**src/rtl/dce_pkg.sv**
```systemverilog
package dce_pkg;
  localparam int FRAME_W   = 8;
  localparam int CODE_W    = 2;
  localparam int SLOTS     = 2;
  localparam int SYNC_DEPTH = 2;
  // command decode positions
  localparam int CMD_IGNORE_BIT = 7;
  localparam int CMD_SLOT_BIT   = 5;

  typedef struct packed {
    logic              pending;
    logic              present;
    logic              ovl_seen;
    logic [2:0]        zero;
    logic [CODE_W-1:0] code;
  } slot_status_t;

  function automatic slot_status_t make_status(
    input logic pending, input logic present, input logic ovl_seen,
    input logic [CODE_W-1:0] code);
    slot_status_t s;
    s.pending  = pending;
    s.present  = present;
    s.ovl_seen = ovl_seen;
    s.zero     = 3'b000;
    s.code     = code;
    return s;
  endfunction
endpackage

```
**src/rtl/dce_sync.sv**
```systemverilog
module dce_sync #(
  parameter int             W      = 1,
  parameter int             DEPTH  = 2,
  parameter logic [W-1:0]   RST_VAL = '0
) (
  input  logic         clk,
  input  logic         rst_n,
  input  logic [W-1:0] d,
  output logic [W-1:0] q
);
  logic [W-1:0] stage_q [DEPTH];

  for (genvar g = 0; g < DEPTH; g++) begin : g_stage
    if (g == 0) begin : g_first
      always_ff @(posedge clk or negedge rst_n) begin
        if (!rst_n) stage_q[g] <= RST_VAL;
        else        stage_q[g] <= d;
      end
    end else begin : g_next
      always_ff @(posedge clk or negedge rst_n) begin
        if (!rst_n) stage_q[g] <= RST_VAL;
        else        stage_q[g] <= stage_q[g-1];
      end
    end
  end

  assign q = stage_q[DEPTH-1];
endmodule

```
**src/rtl/dce_spi_frame.sv**
```systemverilog
module dce_spi_frame #(
  parameter int FRAME_W = 8
) (
  input  logic               clk,
  input  logic               rst_n,
  input  logic               sclk_s,
  input  logic               cs_n_s,
  input  logic               mosi_s,
  input  logic               tx_load,
  input  logic [FRAME_W-1:0] tx_byte,
  output logic               frame_valid,
  output logic [FRAME_W-1:0] frame_byte,
  output logic               miso
);
  localparam int CNT_W = $clog2(FRAME_W);
  localparam logic [CNT_W-1:0] LAST_BIT = CNT_W'(FRAME_W - 1);

  logic               sclk_q;
  logic [CNT_W-1:0]   cnt_q, cnt_d;
  logic [FRAME_W-1:0] rx_q, rx_d, tx_q, tx_d, rx_shift;
  logic               rise, fall, rx_en, tx_en;

  always_comb begin
    rise     = ~cs_n_s & sclk_s & ~sclk_q;
    fall     = ~cs_n_s & ~sclk_s & sclk_q;
    rx_shift = {rx_q[FRAME_W-2:0], mosi_s};
    rx_en    = rise;
    rx_d     = rx_shift;
    cnt_d    = cnt_q;
    if (cs_n_s)    cnt_d = '0;
    else if (rise) cnt_d = (cnt_q == LAST_BIT) ? '0 : cnt_q + 1'b1;
    // no shift on the falling edge that follows the last sampled bit
    tx_en = tx_load | (fall & (cnt_q != '0));
    tx_d  = tx_load ? tx_byte : {tx_q[FRAME_W-2:0], 1'b0};
  end

  always_ff @(posedge clk or negedge rst_n) begin
    if (!rst_n) begin
      sclk_q <= 1'b0;
      cnt_q  <= '0;
      rx_q   <= '0;
      tx_q   <= '0;
    end else begin
      sclk_q <= sclk_s;
      cnt_q  <= cnt_d;
      if (rx_en) rx_q <= rx_d;
      if (tx_en) tx_q <= tx_d;
    end
  end

  assign frame_valid = rise & (cnt_q == LAST_BIT);
  assign frame_byte  = rx_shift;
  assign miso        = tx_q[FRAME_W-1] & ~cs_n_s;
endmodule

```
**src/rtl/dce_slot.sv**
```systemverilog
module dce_slot
  import dce_pkg::*;
(
  input  logic              clk,
  input  logic              rst_n,
  input  logic              det_s,
  input  logic              ovl_s,
  input  logic              wr_en,
  input  logic [CODE_W-1:0] wr_code,
  output logic              pending,
  output logic              ovl_seen,
  output logic [CODE_W-1:0] code,
  output logic              pwr_down
);
  logic              det_q, ovl_q;
  logic              pend_q, pend_d, want_nz_q, want_nz_d;
  logic              ovl_lat_q, ovl_lat_d, pd_q, pd_d;
  logic [CODE_W-1:0] code_q, code_d;
  logic              ins, rem, ovr, force_off, wr_nz;

  always_comb begin
    ins       = det_s & ~det_q;
    rem       = ~det_s & det_q;
    ovr       = ovl_s & ~ovl_q;
    force_off = rem | ovr;
    wr_nz     = |wr_code;

    code_d = code_q;
    if (wr_en)     code_d = wr_code;
    if (force_off) code_d = '0;

    pend_d    = pend_q;
    want_nz_d = want_nz_q;
    if (ins | force_off) begin
      pend_d    = 1'b1;
      want_nz_d = ins & ~force_off;
    end else if (wr_en && pend_q && (wr_nz == want_nz_q)) begin
      pend_d = 1'b0;
    end

    ovl_lat_d = ovl_lat_q;
    if (ovr)                ovl_lat_d = 1'b1;
    else if (wr_en && wr_nz) ovl_lat_d = 1'b0;

    pd_d = rem;
  end

  always_ff @(posedge clk or negedge rst_n) begin
    if (!rst_n) begin
      det_q     <= 1'b0;
      ovl_q     <= 1'b0;
      pend_q    <= 1'b0;
      want_nz_q <= 1'b0;
      ovl_lat_q <= 1'b0;
      code_q    <= '0;
      pd_q      <= 1'b0;
    end else begin
      det_q     <= det_s;
      ovl_q     <= ovl_s;
      pend_q    <= pend_d;
      want_nz_q <= want_nz_d;
      ovl_lat_q <= ovl_lat_d;
      code_q    <= code_d;
      pd_q      <= pd_d;
    end
  end

  assign pending  = pend_q;
  assign ovl_seen = ovl_lat_q;
  assign code     = code_q;
  assign pwr_down = pd_q;
endmodule

```
**src/rtl/dual_card_event_ctrl.sv**
```systemverilog
module dual_card_event_ctrl
  import dce_pkg::*;
(
  input  logic                     clk,
  input  logic                     rst_n,
  input  logic                     spi_sclk,
  input  logic                     spi_cs_n,
  input  logic                     spi_mosi,
  output logic                     spi_miso,
  input  logic [SLOTS-1:0]         card_det,
  input  logic [SLOTS-1:0]         ovld,
  output logic                     irq_n,
  output logic [SLOTS*CODE_W-1:0]  supply_code,
  output logic [SLOTS-1:0]         pwr_down
);
  localparam int EVT_W = 2 * SLOTS;

  logic [2:0]         spi_s;
  logic [EVT_W-1:0]   evt_s;
  logic               frame_valid;
  logic [FRAME_W-1:0] frame_byte, tx_byte;
  logic               cmd_ok;
  logic               cmd_slot;
  logic [SLOTS-1:0]   pend;
  slot_status_t       stat [SLOTS];

  // {sclk, cs_n, mosi}; chip select resets to deselected
  dce_sync #(.W(3), .DEPTH(SYNC_DEPTH), .RST_VAL(3'b010)) u_spi_sync (
    .clk(clk), .rst_n(rst_n), .d({spi_sclk, spi_cs_n, spi_mosi}), .q(spi_s));

  dce_sync #(.W(EVT_W), .DEPTH(SYNC_DEPTH), .RST_VAL('0)) u_evt_sync (
    .clk(clk), .rst_n(rst_n), .d({ovld, card_det}), .q(evt_s));

  dce_spi_frame #(.FRAME_W(FRAME_W)) u_frame (
    .clk(clk), .rst_n(rst_n),
    .sclk_s(spi_s[2]), .cs_n_s(spi_s[1]), .mosi_s(spi_s[0]),
    .tx_load(frame_valid), .tx_byte(tx_byte),
    .frame_valid(frame_valid), .frame_byte(frame_byte), .miso(spi_miso));

  assign cmd_ok   = ~frame_byte[CMD_IGNORE_BIT];
  assign cmd_slot = frame_byte[CMD_SLOT_BIT];

  for (genvar i = 0; i < SLOTS; i++) begin : g_slot
    logic              wr_en, ovl_seen;
    logic [CODE_W-1:0] code;
    assign wr_en = frame_valid & cmd_ok & (cmd_slot == 1'(i));
    dce_slot u_slot (
      .clk(clk), .rst_n(rst_n),
      .det_s(evt_s[i]), .ovl_s(evt_s[SLOTS+i]),
      .wr_en(wr_en), .wr_code(frame_byte[CODE_W-1:0]),
      .pending(pend[i]), .ovl_seen(ovl_seen), .code(code),
      .pwr_down(pwr_down[i]));
    assign stat[i] = make_status(pend[i], evt_s[i], ovl_seen, code);
    assign supply_code[i*CODE_W +: CODE_W] = code;
  end

  // snapshot taken in the same cycle as the write, so it holds pre-write state
  always_comb begin
    if (!cmd_ok) tx_byte = '0;
    else         tx_byte = stat[cmd_slot];
  end

  assign irq_n = ~|pend;
endmodule

```
**config.mk**
```make
export PLATFORM = sky130hd
export DESIGN_NAME = dual_card_event_ctrl
export DESIGN_NICKNAME = d
export VERILOG_FILES = /design/src/rtl/dce_pkg.sv /design/src/rtl/dce_sync.sv /design/src/rtl/dce_spi_frame.sv /design/src/rtl/dce_slot.sv /design/src/rtl/dual_card_event_ctrl.sv
export SDC_FILE = /design/constraint.sdc
export NUM_CORES = 1
export LEC_CHECK = 0
export CORE_ASPECT_RATIO = 1.1
export CORE_MARGIN = 5
export CORE_UTILIZATION = 55
export CTS_CLUSTER_SIZE = 8
export DETAILED_ROUTE_END_ITERATION = 8
export GPL_ROUTABILITY_DRIVEN = 0
export GPL_TIMING_DRIVEN = 0
export PLACE_DENSITY_LB_ADDON = 0.15
export SYNTH_ARGS = -nofsm -noshare
export SYNTH_HDL_FRONTEND = slang
export SYNTH_HIERARCHICAL = 1
export SYNTH_SLANG_ARGS = --single-unit
export TNS_END_PERCENT = 5
```
**constraint.sdc**
```tcl
create_clock -name clk -period 3.3 [get_ports clk]
set_input_delay 0.66 -clock clk [delete_from_list [all_inputs] [get_ports clk]]
set_output_delay 0.66 -clock clk [all_outputs]
set_load 0.05 [all_outputs]
```
==> results of run 1 <==
[path summary, 6_finish.rpt]
path,startpoint,cells after the start,end,slack (ns)
min in group clk,u_spi_sync/stage_q[5],0,u_spi_sync/q[2],0.35
setup reg to reg,u_frame/sclk_q,8,g_slot[0].u_slot/pending,0.87
setup / recovery,u_frame/sclk_q,8,g_slot[0].u_slot/pending,0.87
hold reg to reg,u_spi_sync/stage_q[5],0,u_spi_sync/q[2],0.35
max in group asynchronous,rst_n,2,u_spi_sync/stage_q[4],2.34
hold / removal,rst_n,1,g_slot[0].u_slot/pwr_down,0.35
[registers in the layout (all words and copies together) (netlist names), 3 cells and up]
name                cells
u_frame/tx_q            8
u_frame/rx_q            7
g_slot.u_slot/code      4
u_evt_sync/q            4
u_evt_sync/stage_q      4
u_frame/cnt_q           3
u_spi_sync/q            3
u_spi_sync/stage_q      3
[critical path, stage by stage (launching register included)]
cell      delay (ns)
dfrtp_1         0.38
buf_6           0.14
nand2b_4        0.13
buf_6           0.13
nor2_4          0.19
and2_1          0.33
nor3b_1         0.56
o21ai_1         0.14
a211o_1         0.32
[power groups by stage]
stage	combinational, mW	sequential (mW)	clock (mW)
after floorplan	0.147	0.729	0
after global placement	0.194	0.735	0
after detailed placement	0.206	0.740	0
after CTS	0.207	0.729	0.354
after global routing	0.226	0.740	0.373
final	0.203	0.729	0.341
[metal layers]
metal	routed length (µm)	vias up	GRT usage (%)
li1	-	633	-
met3	150	7	4.68
met4	46	0	5.74
met1	1520	665	19.6
met2	1760	21	27.3
met5	0	-	0
[synth_stat cells, drive strengths merged]
master  count  area (µm²)
dfrtp      47        1180
nor2       19        78.8
nor2b      13        81.3
buf        12        98.8
mux2i      11         110
a21oi       8        40.0
o31ai       8        60.1
a41oi       7        61.3
mux2        7        78.8
nand2       6        22.5
nand2b      6        45.0
o21ai       5        25.0
ha          3        37.5
inv         3        11.3
a211o       2        17.5
clkbuf      2        7.51
dfstp       2        52.6
nor3        2        20.0
o21a        2        15.0
and2        1        6.26
and3b       1        10.0
conb        1        3.75
nor3b       1        7.51
or2         1        6.26
or3b        1        8.76
[cell usage in the layout (no fill, tap or decap)]
master and instances:
buf_16 1, nand2b_4 1, o31ai_1 8, ha_1 3, nand2_1 6, clkbuf_8 5
buf_6 3, or3b_1 1, nor3b_1 1, dfstp_2 2, nor2b_1 13, dfrtp_1 47
nand2b_1 5, nor2_1 18, clkbuf_1 3, nor2_4 1, nor3_2 2, clkdlybuf4s50_1 15
and2_1 1, a211o_1 2, or2_2 1, inv_1 3, mux2_2 7, a21oi_1 8
and3b_2 1, a41oi_1 7, o21ai_0 2, o21ai_1 3, o21a_1 2, mux2i_1 11
buf_2 2, conb_1 3, buf_4 8, clkinvlp_4 2
[logic make-up after synthesis]
logic type	after synthesis	share of synthesized area, %
mux	18	9.07
compound gates	32	10.5
fa+ha+maj	3	1.80
simple gates	51	13.8
buf+inv	17	5.65
other cells	1	0.180
flops	49	59.0
[cell type report]
| cell class | count | area share [%] |
|---|---|---|
| sequential | 49 | 50.7 |
| multi-input combinational | 107 | 30.7 |
| timing repair buffer | 17 | 7.54 |
| buffer | 14 | 4.39 |
| clock buffer | 6 | 3.00 |
| tap | 50 | 2.58 |
| clock inverter | 2 | 0.620 |
| inverter | 3 | 0.465 |
[through the flow]
step                instance area, µm²  setup WS [ns]
global placement                  2310          0.262
detailed placement                2330          0.902
CTS                               2420          0.848
floorplan                         2090           1.23
global route                      2420          0.710
finish                            2420          0.872
==> flow_summary.toml, run 1 <==
[final_layout]
fin_cells = 248
nets = 209
regArea_mm2 = 0.00123
fillers = 303
post-route-util_pct = 66.3
num_antenna_cells = 0
multi_input_comb_area_um2 = 743
drive_above_1_share_pct = 18.2
area_growth_pct = 16.3

[sta]
min_period_ns = 2.43
final-hold-violation-count = 0
fmax_mhz = 412
tightest_slew_ns = 0.608
timing.hold.ws_ns = 0.349
rsz0062_at_grt = "no"
slew-limit-headroom_pct = 59.4
finClkSkew_ns = 0.0102
setup_tns_ns = 0
setup_viol_count_final = 0
post-route-period-util_pct = 73.6
maxSlewViolCount = 0

[floorplanning]
ios = 17
core-area_mm2 = 0.00365
fp.dieW_um = 68.7
start_util_pct = 57.0
die_height_um = 74.5
dieArea_mm2 = 0.00512
rows = 23

[job]
drv_cap = 0

[global_routing]
grt_overflow = 0
grt_max_degree = 27
grt_pass1_wl_um = 6180
grt_usage_pct = 16.2
grt_pass1_vias = 1418
grt_antenna_before_repair = 0

[clock_tree]
root_buffer = "clkbuf_8"
clk_latency_ns = 0.30
cts_max_level = 2
cts_setup_buffers = 0
cts_buffer_depth = 2
numCtsBuffers = 5
holdBufCountCts = 0
cts_tree = "built"
cts.sinks = 49
post_cts_resize_count = 0
path_clk_slew_ns = 0.09

[placement]
placed_cells = 240
port_buffers = 16
dp_hpwl_um = 2500

[critical_path]
path_class = "reg2reg"
critPathCaptureType = "register"
crit_arrival_ns = 2.62
startpoint_type = "register"
cp.required_ns = 3.49
cp_max_fo = 9

[power_and_ir_drop]
p_per_area_mw_per_mm2 = 526
p_int_mw = 0.930
p_comb_share_pct = 15.9
seqPwrFrac_pct = 57.3
swShare_pct = 26.9
p_clk_share_pct = 26.8
ir_drop_uv = 345
p_leak_nw = 1.04
p_switching_mw = 0.343
power_mw = 1.27

[logic_synthesis]
synthCells = 171
ys_ff_latch = 49
syn_area_per_cell_um2 = 12.2
synth_cell_types = 30
synth.cell_area_mm2 = 0.00208
seq_area_frac_synth_pct = 59.0
synth_warnings = 6

[routing]
final_antenna_net_count = 0
firstDrtPassIters = 4
vias_per_cell = 5.35
drc = 0
initialDrtViolationCount = 61
wl_um = 3480
via_count = 1326
wl_per_cell_um = 14.0

[outcome]
status = "finished clean"

[hold_path]
hp-class = "in2async"
Power figures use the tool's default switching activity.
==> inputs of run 2 (changes only) <==
--- a/config.mk
+++ b/config.mk
@@ -7,7 +7,7 @@
 export LEC_CHECK = 0
 export CORE_ASPECT_RATIO = 1.1
 export CORE_MARGIN = 5
-export CORE_UTILIZATION = 55
+export CORE_UTILIZATION = 51
 export CTS_CLUSTER_SIZE = 8
 export DETAILED_ROUTE_END_ITERATION = 8
 export GPL_ROUTABILITY_DRIVEN = 0
==> constraint.sdc (replaced) <==
create_clock -name clk -period 2.2 [get_ports clk]
set_input_delay 0.44 -clock clk [delete_from_list [all_inputs] [get_ports clk]]
set_output_delay 0.44 -clock clk [all_outputs]
set_load 0.05 [all_outputs]
==> flow_summary.toml, run 2 (synthesized netlist as in run 1, its figures left out) <==
[outcome]
status = "finished clean"

[global_routing]
grt_usage_pct = 14.4
grt_overflow = 0
grt_antenna_before_repair = 0
grt_pass1_wl_um = 6270
grt_pass1_vias = 1357
grt_max_degree = 36

[critical_path]
rrSetupSlack_ns = 0.14
max_stage_delay_ns = 0.81
cp.required_ns = 1.76
cp_max_fo = 3
rr_startpoint = "u_frame/sclk_q"
path_class = "reg2out"
startpoint_type = "register"
critPathCaptureType = "output port"
reg2regPathDepth = 8
path_cells = "nor2_1 > clkdlybuf4s50_1"
crit_arrival_ns = 1.62
r2r_end = "g_slot[0].u_slot/pending"
slowest_stage = "clkdlybuf4s50_1"

[final_layout]
largest_register_ff_count = 8
top_register = "u_frame/tx_q"
num_antenna_cells = 0
nets = 209
post-route-util_pct = 62.0
drive_above_1_share_pct = 19.2
final_common_cell = "dfrtp_1"
area_growth_pct = 18.0
final_design_area_no_fill_mm2 = 0.00246
fin_cells = 250
fillers = 347
reg_top3 = "u_frame/tx_q: 8 flops, u_frame/rx_q: 7 flops"
layout_common_cells = "47 x dfrtp_1, 18 x nor2_1, 14 x clkdlybuf4s50_1, 13 x nor2b_1, 11 x mux2i_1"

[routing]
drc = 0
wl_um = 3600
via_count = 1330
vias_per_cell = 5.32
final_antenna_net_count = 0
firstDrtPassIters = 4
initialDrtViolationCount = 71
wl_per_cell_um = 14.4

[placement]
port_buffers = 16
dp_hpwl_um = 2570
place_area_mm2 = 0.00233
placed_cells = 242

[sta]
tightest_slew_ns = 0.525
fmax_mhz = 485
finClkSkew_ns = 0.00511
setup_tns_ns = 0
min_period_ns = 2.06
maxSlewViolCount = 0
setup_viol_count_final = 0
final-hold-violation-count = 0
rsz0062_at_grt = "no"
slew-limit-headroom_pct = 64.8
post-route-period-util_pct = 93.7

[clock_tree]
clk_latency_ns = 0.30
path_clk_slew_ns = 0.08
numCtsBuffers = 5
cts_setup_buffers = 0
cts_max_level = 2
holdBufCountCts = 0
cts_tree = "built"
cts.sinks = 49
root_buffer = "clkbuf_8"
cts_buffer_depth = 2

[hold_path]
hp-class = "in2async"

[floorplanning]
fp.dieW_um = 70.9
dieArea_mm2 = 0.00546
start_util_pct = 52.5
die_height_um = 77.0
ios = 17
core-area_mm2 = 0.00396
rows = 24

[power_and_ir_drop]
ir_drop_uv = 519
p_per_area_mw_per_mm2 = 835
power_mw = 2.05
p_leak_nw = 1.07

[job]
drv_cap = 0
-- run 2: cell types whose count changed in the layout (fill, tap and decap cells not counted), sizes merged --
| cell | delta |
|---|---|
| clkbuf | +1 |
| clkdlybuf4s50 | -1 |
| clkinvlp | -2 |
| dlygate4sd2 | +1 |
| bufinv | +1 |
-- run 2: repair_timing --
| item | 4_1_cts | 5_1_grt |
|---|---|---|
| gates resized for setup | 2 | 2 |
| pin swaps | 0 | 0 |
| endpoints found under the setup margin | 5 | 2 |
| gates cloned | 0 | 0 |
-- run 2: how the worst max path moves through the flow --
stage                             start                  endpoint  slack, ns  cells after the start
2_1_floorplan            u_frame/sclk_q  g_slot[0].u_slot/pending       0.13                      8
5_1_grt                  u_frame/sclk_q  g_slot[0].u_slot/pending       0.04                      8
4_1_cts                  u_frame/sclk_q  g_slot[0].u_slot/pending       0.02                      8
6_report       g_slot[1].u_slot/pending                     irq_n       0.14                      2
3_5_place_dp             u_frame/sclk_q  g_slot[0].u_slot/pending      -0.16                      8
3_3_place_gp                      rst_n     u_spi_sync/stage_q[5]      -0.59                      1
-- run 2: area by class of cell --
| class | instances | area, µm² | area share (%) |
|---|---|---|---|
| Sequential cell | 49 | 1230 | 50.0 |
| Tap cell | 52 | 65.1 | 2.65 |
| Buffer | 14 | 106 | 4.33 |
| Multi-Input combinational cell | 107 | 756 | 30.8 |
| Timing Repair Buffer | 17 | 174 | 7.08 |
| Clock inverter | 1 | 30.0 | 1.22 |
| Inverter | 3 | 11.3 | 0.458 |
| Clock buffer | 7 | 86.3 | 3.51 |
-- run 2: critical path, delay by kind of cell, from the launching register on --
kind	cells	cell delay, ns
flops	1	0.41
buf+inv	1	0.81
simple gates	1	0.11
-- run 2: metrics by stage --
step           hold WS (ns)  setup WS, ns
2_1_floorplan         0.144         0.127
3_3_place_gp          0.333        -0.594
3_5_place_dp          0.335        -0.164
4_1_cts              0.0473        0.0153
5_1_grt              0.0629        0.0369
6_report             0.0458         0.139
-- run 2: layer usage --
metal | track usage, % | up-vias | wire length, µm
met2 | 23.0 | 27 | 1790
li1 | - | 628 | -
met4 | 6.02 | 0 | 53
met1 | 18.3 | 669 | 1620
met5 | 0 | - | 0
met3 | 4.18 | 6 | 145
-- run 2: report_power, final --
| part | total [mW] | switching (mW) | internal [mW] | leakage (nW) |
|---|---|---|---|---|
| clock network | 0.645 | 0.274 | 0.370 | 0.0585 |
| logic | 0.309 | 0.152 | 0.157 | 0.419 |
| registers | 1.10 | 0.0860 | 1.01 | 0.592 |
